$ cat src/rtl/tsa_pkg.sv
// Shared constants and helpers for the TDM time slot assigner.
package tsa_pkg;
    localparam int BYTE_BITS = 8;   // PCM slot size
    localparam int NIB_BITS  = 4;   // ADPCM slot size
    localparam int OFS_W     = 3;   // bit offset inside a slot

    // Width of a slot in bits for the given size select.
    function automatic logic [OFS_W:0] slot_bits(input logic wide);
        return wide ? (OFS_W+1)'(BYTE_BITS) : (OFS_W+1)'(NIB_BITS);
    endfunction

    // Larger of two integers, used for derived widths.
    function automatic int imax(input int a, input int b);
        return (a > b) ? a : b;
    endfunction
endpackage

$ cat src/rtl/tsa_bit_counter.sv
// Frame bit position counter.
// Arms on a falling bit-clock edge that sees frame sync high. The next rising
// edge becomes bit 0. After that each rising edge advances the position.
// At the last representable position the counter stops and stays out of all
// windows until the next sync.
// Assumes bclk_rise and bclk_fall are single-cycle pulses that never coincide.
module tsa_bit_counter #(
    parameter int POS_W = 9
) (
    input  logic             clk,
    input  logic             rst_n,
    input  logic             bclk_rise,
    input  logic             bclk_fall,
    input  logic             fsync,
    output logic             running,
    output logic [POS_W-1:0] bitpos,
    output logic             step
);
    localparam logic [POS_W-1:0] POS_LAST = '1;

    logic armed;

    // Track sync arming, frame position and the running flag.
    always_ff @(posedge clk) begin
        if (!rst_n) begin
            armed   <= 1'b0;
            running <= 1'b0;
            bitpos  <= '0;
        end else begin
            if (bclk_fall && fsync) begin
                armed <= 1'b1;
            end
            if (bclk_rise) begin
                if (armed) begin
                    armed   <= 1'b0;
                    running <= 1'b1;
                    bitpos  <= '0;
                end else if (running && bitpos != POS_LAST) begin
                    bitpos <= bitpos + 1'b1;
                end else begin
                    running <= 1'b0;
                end
            end
        end
    end

    // Delayed rising-edge strobe: the driver acts once the position is updated.
    always_ff @(posedge clk) begin
        if (!rst_n) step <= 1'b0;
        else        step <= bclk_rise;
    end
endmodule

$ cat src/rtl/tsa_window.sv
// Slot window decoder.
// Reports whether the current frame position lies inside the given slot,
// together with the offset and the first/last bit flags. A slot number at or
// beyond the slot count never matches.
// Purely combinational. Assumes slot_cnt fits in CNT_W bits.
module tsa_window #(
    parameter int POS_W  = 9,
    parameter int SLOT_W = 6,
    parameter int CNT_W  = 7
) (
    input  logic                      running,
    input  logic [POS_W-1:0]          bitpos,
    input  logic [SLOT_W-1:0]         slot,
    input  logic                      wide,
    input  logic [CNT_W-1:0]          slot_cnt,
    output logic                      active,
    output logic [tsa_pkg::OFS_W-1:0] offset,
    output logic                      first,
    output logic                      last
);
    import tsa_pkg::*;

    localparam int AW = imax(POS_W, SLOT_W + OFS_W) + 1;

    logic [AW-1:0]    slot_ext;
    logic [AW-1:0]    pos_ext;
    logic [AW-1:0]    start;
    logic [AW-1:0]    rel;
    logic [OFS_W:0]   width;
    logic             in_range;

    // Slot start, position relative to it and the window decision.
    always_comb begin
        width    = slot_bits(wide);
        slot_ext = AW'(slot);
        pos_ext  = AW'(bitpos);
        start    = wide ? (slot_ext << 3) : (slot_ext << 2);
        rel      = pos_ext - start;
        in_range = (CNT_W'(slot) < slot_cnt);
        active   = running && in_range && (pos_ext >= start) && (rel < AW'(width));
        offset   = rel[OFS_W-1:0];
        first    = (offset == '0);
        last     = (offset == OFS_W'(width - 1'b1));
    end
endmodule

$ cat src/rtl/tsa_capture.sv
// Input word capture.
// Shifts din in, most significant bit first, on falling bit-clock edges inside
// the input window. On the last bit of the slot it presents the word with a
// one-cycle valid strobe. A 4-bit word is right-aligned with zero fill.
// Assumes falling-edge pulses are at least two cycles apart.
module tsa_capture #(
    parameter int WORD_W = 8
) (
    input  logic              clk,
    input  logic              rst_n,
    input  logic              bclk_fall,
    input  logic              active,
    input  logic              last,
    input  logic              wide,
    input  logic              idle,
    input  logic              din,
    output logic [WORD_W-1:0] cap_word,
    output logic              cap_valid
);
    import tsa_pkg::*;

    logic [WORD_W-1:0] shreg;
    logic [WORD_W-1:0] nxt;

    // Next shift register contents with the new bit appended.
    always_comb nxt = {shreg[WORD_W-2:0], din};

    // Shift, latch the finished word and pulse valid.
    always_ff @(posedge clk) begin
        if (!rst_n) begin
            shreg     <= '0;
            cap_word  <= '0;
            cap_valid <= 1'b0;
        end else begin
            cap_valid <= 1'b0;
            if (bclk_fall && active && !idle) begin
                shreg <= nxt;
                if (last) begin
                    cap_word  <= wide ? nxt : {{(WORD_W-NIB_BITS){1'b0}}, nxt[NIB_BITS-1:0]};
                    cap_valid <= 1'b1;
                end
            end
        end
    end
endmodule

$ cat src/rtl/tsa_driver.sv
// Output word driver.
// On each rising-edge step inside the output window it drives the next bit,
// most significant first, and raises the output enable. res_word is loaded on
// the first bit. A 4-bit slot sends res_word's low nibble. Outside the window,
// or while idle, the enable and data are held low.
module tsa_driver #(
    parameter int WORD_W = 8
) (
    input  logic              clk,
    input  logic              rst_n,
    input  logic              step,
    input  logic              active,
    input  logic              first,
    input  logic              wide,
    input  logic              idle,
    input  logic [WORD_W-1:0] res_word,
    output logic              dout,
    output logic              dout_oe
);
    import tsa_pkg::*;

    logic [WORD_W-1:0] shreg;
    logic [WORD_W-1:0] load;

    // Left-aligned word for the coming slot.
    always_comb load = wide ? res_word : {res_word[NIB_BITS-1:0], {(WORD_W-NIB_BITS){1'b0}}};

    // Drive the serial output and its enable.
    always_ff @(posedge clk) begin
        if (!rst_n) begin
            shreg   <= '0;
            dout    <= 1'b0;
            dout_oe <= 1'b0;
        end else if (idle) begin
            dout    <= 1'b0;
            dout_oe <= 1'b0;
        end else if (step) begin
            if (active) begin
                if (first) begin
                    dout  <= load[WORD_W-1];
                    shreg <= load << 1;
                end else begin
                    dout  <= shreg[WORD_W-1];
                    shreg <= shreg << 1;
                end
                dout_oe <= 1'b1;
            end else begin
                dout    <= 1'b0;
                dout_oe <= 1'b0;
            end
        end
    end
endmodule

$ cat src/rtl/tdm_slot_assigner.sv
// TDM time slot assigner, top level.
// Counts frame bit positions from the sync, opens an input capture window and
// an output drive window at the programmed slots, and picks the slot widths
// from the coding direction and the slot counts from the companding law.
// Assumes bit-clock edge pulses are single cycles, at least two cycles apart.
module tdm_slot_assigner #(
    parameter int SLOT_W        = 6,
    parameter int MU_BYTE_SLOTS = 32,
    parameter int A_BYTE_SLOTS  = 64,
    parameter int NIB_SLOTS     = 64,
    parameter int WORD_W        = 8
) (
    input  logic              clk,
    input  logic              rst_n,
    input  logic              bclk_rise,
    input  logic              bclk_fall,
    input  logic              fsync,
    input  logic              din,
    input  logic              compress,
    input  logic              ulaw,
    input  logic              idle,
    input  logic              hw_mode,
    input  logic [SLOT_W-1:0] in_slot,
    input  logic [SLOT_W-1:0] out_slot,
    input  logic [WORD_W-1:0] res_word,
    output logic [WORD_W-1:0] cap_word,
    output logic              cap_valid,
    output logic              dout,
    output logic              dout_oe
);
    import tsa_pkg::*;

    localparam int FRAME_MAX = imax(imax(MU_BYTE_SLOTS, A_BYTE_SLOTS) * BYTE_BITS,
                                    NIB_SLOTS * NIB_BITS);
    localparam int POS_W     = $clog2(FRAME_MAX);
    localparam int CNT_W     = imax($clog2(imax(imax(MU_BYTE_SLOTS, A_BYTE_SLOTS), NIB_SLOTS) + 1),
                                    SLOT_W + 1);
    localparam logic [CNT_W-1:0] MU_CNT  = CNT_W'(MU_BYTE_SLOTS);
    localparam logic [CNT_W-1:0] A_CNT   = CNT_W'(A_BYTE_SLOTS);
    localparam logic [CNT_W-1:0] NIB_CNT = CNT_W'(NIB_SLOTS);

    logic              running;
    logic              step;
    logic [POS_W-1:0]  bitpos;
    logic [SLOT_W-1:0] eff_in;
    logic [SLOT_W-1:0] eff_out;
    logic              in_wide;
    logic              out_wide;
    logic [CNT_W-1:0]  in_cnt;
    logic [CNT_W-1:0]  out_cnt;
    logic              in_act, in_first, in_last;
    logic              out_act, out_first, out_last;
    logic [OFS_W-1:0]  in_ofs, out_ofs;
    logic              unused_ok;

    // Slot numbers, widths and counts chosen by mode and law.
    always_comb begin
        eff_in   = hw_mode ? '0 : in_slot;
        eff_out  = hw_mode ? '0 : out_slot;
        in_wide  = compress;
        out_wide = !compress;
        in_cnt   = in_wide  ? (ulaw ? MU_CNT : A_CNT) : NIB_CNT;
        out_cnt  = out_wide ? (ulaw ? MU_CNT : A_CNT) : NIB_CNT;
    end

    // Decoder outputs that no consumer needs.
    always_comb unused_ok = &{1'b0, in_first, out_last, in_ofs, out_ofs};

    tsa_bit_counter #(.POS_W(POS_W)) u_cnt (
        .clk(clk), .rst_n(rst_n), .bclk_rise(bclk_rise), .bclk_fall(bclk_fall),
        .fsync(fsync), .running(running), .bitpos(bitpos), .step(step)
    );

    tsa_window #(.POS_W(POS_W), .SLOT_W(SLOT_W), .CNT_W(CNT_W)) u_in_win (
        .running(running), .bitpos(bitpos), .slot(eff_in), .wide(in_wide),
        .slot_cnt(in_cnt), .active(in_act), .offset(in_ofs), .first(in_first),
        .last(in_last)
    );

    tsa_window #(.POS_W(POS_W), .SLOT_W(SLOT_W), .CNT_W(CNT_W)) u_out_win (
        .running(running), .bitpos(bitpos), .slot(eff_out), .wide(out_wide),
        .slot_cnt(out_cnt), .active(out_act), .offset(out_ofs), .first(out_first),
        .last(out_last)
    );

    tsa_capture #(.WORD_W(WORD_W)) u_cap (
        .clk(clk), .rst_n(rst_n), .bclk_fall(bclk_fall), .active(in_act),
        .last(in_last), .wide(in_wide), .idle(idle), .din(din),
        .cap_word(cap_word), .cap_valid(cap_valid)
    );

    tsa_driver #(.WORD_W(WORD_W)) u_drv (
        .clk(clk), .rst_n(rst_n), .step(step), .active(out_act),
        .first(out_first), .wide(out_wide), .idle(idle), .res_word(res_word),
        .dout(dout), .dout_oe(dout_oe)
    );
endmodule

$ cat config.mk
export PLATFORM = sky130hd
export DESIGN_NAME = tdm_slot_assigner
export DESIGN_NICKNAME = d
export VERILOG_FILES = /design/src/rtl/tsa_pkg.sv /design/src/rtl/tsa_bit_counter.sv /design/src/rtl/tsa_window.sv /design/src/rtl/tsa_capture.sv /design/src/rtl/tsa_driver.sv /design/src/rtl/tdm_slot_assigner.sv
export SDC_FILE = /design/constraint.sdc
export NUM_CORES = 1
export LEC_CHECK = 0
export ABC_AREA = 1
export BUFFER_PORTS_ARGS = -buffer_cell sky130_fd_sc_hd__buf_4
export CAP_MARGIN = 20
export CORE_ASPECT_RATIO = 1.1
export CORE_UTILIZATION = 58
export CTS_CLUSTER_SIZE = 14
export DETAILED_ROUTE_END_ITERATION = 12
export MAX_ROUTING_LAYER = met4
export PLACE_DENSITY = 0.81
export REMOVE_ABC_BUFFERS = 1
export SETUP_SLACK_MARGIN = 0.2
export SYNTH_ARGS = -nofsm -noshare
export SYNTH_HDL_FRONTEND = slang
export SYNTH_SLANG_ARGS = --single-unit
$ cat constraint.sdc
create_clock -name clk -period 3.65 [get_ports clk]
set_input_delay 0.365 -clock clk [delete_from_list [all_inputs] [get_ports clk]]
set_output_delay 0.365 -clock clk [all_outputs]
set_load 0.05 [all_outputs]
Yosys cells after proc, flatten, opt, wreduce, memory -nomap -nowiden
Cells that the tools add are included.

Register bits: 38. Bits of input ports: 30. Output and inout bits: 11. Word-level logic and storage cells: 67.

Add/subtract/negate cells: 4. Order comparisons: 6. Equality and inequality tests: 3. Muxes and demuxes: 23. Bitwise gates (word level): 2. Reductions and logical operators: 19.

Operators with widths (number): $mux W9 (4); $mux W8 (3); $mux W7 (3); $ge A9 B10 Y1 (2); $lt A10 B4 Y1 (2); $sub A9 B10 Y10 (2); $lt A6 B7 Y1 (2); $mux W6 (2); $logic_and A1 B1 Y1 (10); $add A9 B1 Y9 const B (1); $mux W1 (9); $ne A9 B9 Y1 const B (1); $mux W4 (2); $reduce_and A2 Y1 (4); $eq A3 B3 Y1 (1); $logic_not A3 Y1 (1); $reduce_and A3 Y1 (1); $sub A3 B1 Y3 const B (1); $ne A2 B1 Y1 const B (1); $not A1 Y1 (2); $reduce_bool A2 Y1 (1); $reduce_or A2 Y1 (1); $logic_not A1 Y1 (1).

Logic depth before layout (Yosys ltp)
Depth in word-level cells: 9. Gate-level depth with buffers: 19. Depth with buffers taken out: 18.

Cells and area by module
A second synthesis with hierarchy kept.

Cell total of the unflattened synthesis: 497. Area total of the unflattened synthesis: 3090.5 um2.

By module, submodules not included: tsa_window at u_out_win (times used 1, cells an instance 126, area an instance 680.7 um2, seq. area each 0.0 um2); tsa_window at u_in_win (times used 1, cells an instance 104, area an instance 589.3 um2, seq. area each 0.0 um2); tsa_capture (times used 1, cells an instance 71, area an instance 584.3 um2, seq. area each 320.3 um2); tsa_bit_counter (times used 1, cells an instance 82, area an instance 583.1 um2, seq. area each 240.2 um2); tsa_driver (times used 1, cells an instance 82, area an instance 525.5 um2, seq. area each 180.2 um2); tdm_slot_assigner (times used 1, cells an instance 32, area an instance 127.6 um2, seq. area each 0.0 um2).

Worst setup path before layout
No wires, ideal clock.

Path kind: input to register. Start: input compress. End: register u_drv.shreg[7]. Library setup time: 0.113 ns. Data arrival time: 2.733 ns. Data required time: 3.537 ns. Slack: 0.804 ns. Stages: 16. Path buffers: 2. Cells stage by stage: buf_2 -> inv_1 -> buf_1 -> nor2_1 -> ha_1 -> fa_1 -> inv_1 -> ha_1 -> nand2_1 -> nand3_1 -> nor2_1 -> nand3_1 -> nor2_1 -> nand4_4 -> nor2_1 -> nor2_1.

Longest elaborated chain between the ends: 6. Elaborated cells on any way between the ends: 14. Those cells by class: add/sub: 1; order compare: 3; mux: 5; reduce/logical: 5.

RTL lines: start, declared (RTL line tdm_slot_assigner.sv:19) `input logic compress,`; branches (longest 6 deep; another with $sub A9 B10 Y10); end signal, assigned (RTL line tsa_driver.sv:41) `shreg <= load << 1;`; end signal, assigned (RTL line tsa_driver.sv:44) `shreg <= shreg << 1;`; end, declared (RTL line tsa_driver.sv:22) `logic [WORD_W-1:0] shreg;`.

Several ways; the timed one is not identified. A chain may end at the register's enable or synchronous reset.

Worst setup path after layout
Start: input hw_mode. End: register u_drv.shreg[1].

Longest elaborated chain between the ends: 6. Elaborated cells on any way between the ends: 12. Those cells by class: add/sub: 1; order compare: 3; mux: 3; reduce/logical: 5.

RTL lines: start, declared (RTL line tdm_slot_assigner.sv:22) `input logic hw_mode,`; $mux W6 * (RTL line tdm_slot_assigner.sv:59) `eff_out = hw_mode ? '0 : out_slot;`; $mux W9 or $lt A6 B7 Y1 (tied branches) (RTL line tsa_window.sv:37, tsa_window.sv:39); $sub A9 B10 Y10, or another cell as far along (RTL line tsa_window.sv:38) `rel = pos_ext - start;`; $lt A10 B4 Y1 or $logic_and A1 B1 Y1 (tied branches) (RTL line tsa_window.sv:40) `active = running && in_range && (pos_ext >= start) && (rel < AW'(width));`; $logic_and A1 B1 Y1 (RTL line tsa_window.sv:40); $reduce_and A3 Y1 (no line).

Every way passes the cells marked *; elsewhere a longest branch is shown, timed or not.

==> impl_metrics.ini <==
[outcome]
status = complete, no violations

[yosys]
synth_mux_area_share_pct = 0
yosys_register_bits = 37
synth-compound-area-share_pct = 10.6
syn_inst = 456
synth_adder_area_share_pct = 10.1
yosysUniqueCellTypes = 37
yosysSeqAreaShare_pct = 25.8
yosys.area_share.simple_pct = 41.4
synth_top_family_by_area = simple AND/OR/NAND/NOR gates
synthXorXnorAreaFrac_pct = 0
synthesis.area_um2 = 2880
synth.avg_cell_area_um2 = 6.31
yosys_warnings = 0

[cts]
cts_hold_buf = 0
clock_path_buffers = 2
clk_transition_reported_paths_ns = 0.09
post_cts_buffers = 0
h-tree-depth = 2
cts_buffers = 5
root_buffer = clkbuf_8
clock_sinks = 37
cts_tree = done
cts_resized = 0
clk-insertion-delay-late_ns = 0.30

[power]
p_clk_share_pct = 41.2
p_seq_share_pct = 39.0
p_int_mw = 0.758
peakVddDrop_v = 0.000299
p_comb_share_pct = 19.8
leakage_nw = 1.74
p_sw_mw = 0.291
switching_share_pct = 27.8
p_per_area_nw_per_um2 = 312
total_power_mw = 1.05

[sta]
fin_worst_skew_ns = 0.0168
rsz0062_at_grt = no
slew_headroom_pct = 76.1
period_minus_slack_ns = 2.58
setup_tns_ns = 0
hold_viol_final = 0
setup_viol_count_final = 0
maxSlewViolCount = 0
fmax_mhz = 388
finalCritPeriodShare_pct = 70.7
worstMarginPinSlew_ns = 0.357
holdWs_ns = 0.280

[grt]
antenna_found_initial = 0
grt_pass1_vias = 2645
grt_max_degree = 27
grt_pass1_wl_um = 11200
overflow = 0
grt_use_total_pct = 27.0

[placed_design]
place_congestion = 0.884
portBuffers = 40
dp_hpwl_um = 5270

[floorplan]
core_area_um2 = 4720
die_width_um = 69.1
die_area_um2 = 5250
initial_core_util_pct = 61.0
ios = 41
fp.dieH_um = 75.9
rows = 26

[final_layout]
syn_to_final_growth_pct = 16.7
fillers = 409
multiInputGateArea_um2 = 1780
regArea_um2 = 741
layout_common_cells = 114 x nand2_1, 70 x inv_1, 52 x nor2_1
nets = 549
antenna_cells = 0
drive_gt1_share_pct = 16.1
layout_commonest_cell = nand2_1

[routing]
drtAntennaViolNets = 0
vias = 2968
dr.pass1.iters = 4
vias_per_cell = 5.36
wire_per_inst_um = 12.0
drtIter0Drc = 169
drcViolationCount = 0
finalWirelength_um = 6640

[flow_run]
timing.max_cap.violations = 0

[worst_setup_path]
crit_path_end_kind = flop
path_max_fanout = 16
critPathLaunchType = primary input
criticalPathCategory = in2reg
critPathArrivalTime_ns = 2.78
cp.required_ns = 3.85

[worst_hold_path]
hold_path_class = in2reg
==> layout make-up <==
class                           instances  share of cell area, %
Timing Repair Buffer                   41                   9.17
Sequential cell                        37                   22.1
Clock buffer                            5                   2.05
Tap cell                               56                   2.09
Inverter                               83                   9.46
Multi-Input combinational cell        329                   53.1
Clock inverter                          3                   2.05
==> layer usage <==
metal  track usage [%]  routed length, um  vias to the layer above
met5                 -                  0                        -
met4              6.12                 85                        0
met3              4.10                288                       12
met2              49.2               3330                       68
met1              31.9               2940                     1336
li1                  -                  -                     1552
==> stage by stage <==
stage / worst slack [ns] / instance area, um^2 / instances / utilization [%]
after global placement: 0.871 / 3220 / 546 / 68.3
after CTS: 1.08 / 3360 / 554 / 71.2
final: 1.07 / 3360 / 554 / 71.2
after detailed placement: 0.761 / 3220 / 546 / 68.3
after global routing: 0.806 / 3360 / 554 / 71.2
after floorplan: 1.12 / 2840 / 449 / -
==> flip-flops by register name (all words and copies together), names as in the netlist <==
signal           flops
u_cnt.bitpos         9
u_cap.cap_word       8
u_cap.shreg          7
u_drv.shreg          7
u_cap.cap_valid      1
u_cnt.armed          1
u_cnt.running        1
u_cnt.step           1
u_drv.dout           1
u_drv.dout_oe        1
==> Yosys cell counts, drive strengths merged <==
| library cell | instances | share of area, % |
|---|---|---|
| a21oi | 25 | 4.3 |
| a22oi | 3 | 0.78 |
| a31oi | 5 | 1.1 |
| and3 | 1 | 0.22 |
| buf | 5 | 0.78 |
| clkbuf | 2 | 0.39 |
| clkinv | 3 | 0.61 |
| dfxtp | 37 | 26 |
| fa | 2 | 1.4 |
| ha | 20 | 8.7 |
| inv | 80 | 10 |
| nand2 | 120 | 17 |
| nand3 | 42 | 8.4 |
| nand3b | 2 | 0.52 |
| nand4 | 16 | 4.0 |
| nor2 | 60 | 9.8 |
| nor3 | 6 | 1.0 |
| nor3b | 1 | 0.43 |
| nor4 | 1 | 0.22 |
| o211ai | 1 | 0.26 |
| o21ai | 21 | 3.7 |
| o22ai | 2 | 0.43 |
| or2 | 1 | 0.22 |
==> power groups by stage <==
stage                     Sequential (mW)  Clock, mW  Combinational, mW
after floorplan                     0.418          0              0.141
after global placement              0.418          0              0.202
after detailed placement            0.418          0              0.205
after CTS                           0.409      0.440              0.207
after global routing                0.409      0.453              0.236
final                               0.409      0.432              0.208
==> cells by family (layout without fill, tap and decap cells) <==
kind of cell / after synthesis / after routing
simple gates: 250 / 250
buf+inv: 90 / 132
compound gates: 57 / 57
flops: 37 / 37
fa+ha+maj: 22 / 22
==> critical path, stage by stage <==
cell	delay, ns
buf_4	0.12
inv_2	0.20
nand2_1	0.12
o21ai_0	0.32
fa_1	0.47
inv_1	0.07
ha_1	0.21
nand2_1	0.09
nand4_1	0.09
nor2_1	0.09
nand3_1	0.08
nor2_2	0.28
nand4_1	0.14
nand2_1	0.08
nor2_1	0.03
==> worst paths after layout <==
path / to / startpoint / slack [ns] / cells after the start
hold reg to reg: u_drv.dout$_SDFFE_PP0P_ / u_drv.dout$_SDFFE_PP0P_ / 0.46 / 2
setup / recovery: u_drv.shreg[1]$_SDFFE_PN0P_ / hw_mode / 1.07 / 15
setup reg to reg: u_cap.cap_word[5]$_SDFFE_PN0P_ / u_cnt.bitpos[2]$_SDFFE_PN0P_ / 1.16 / 15
hold / removal: u_cnt.step$_SDFF_PN0_ / bclk_rise / 0.28 / 3
Note: power is estimated with default switching activity, not from simulation.
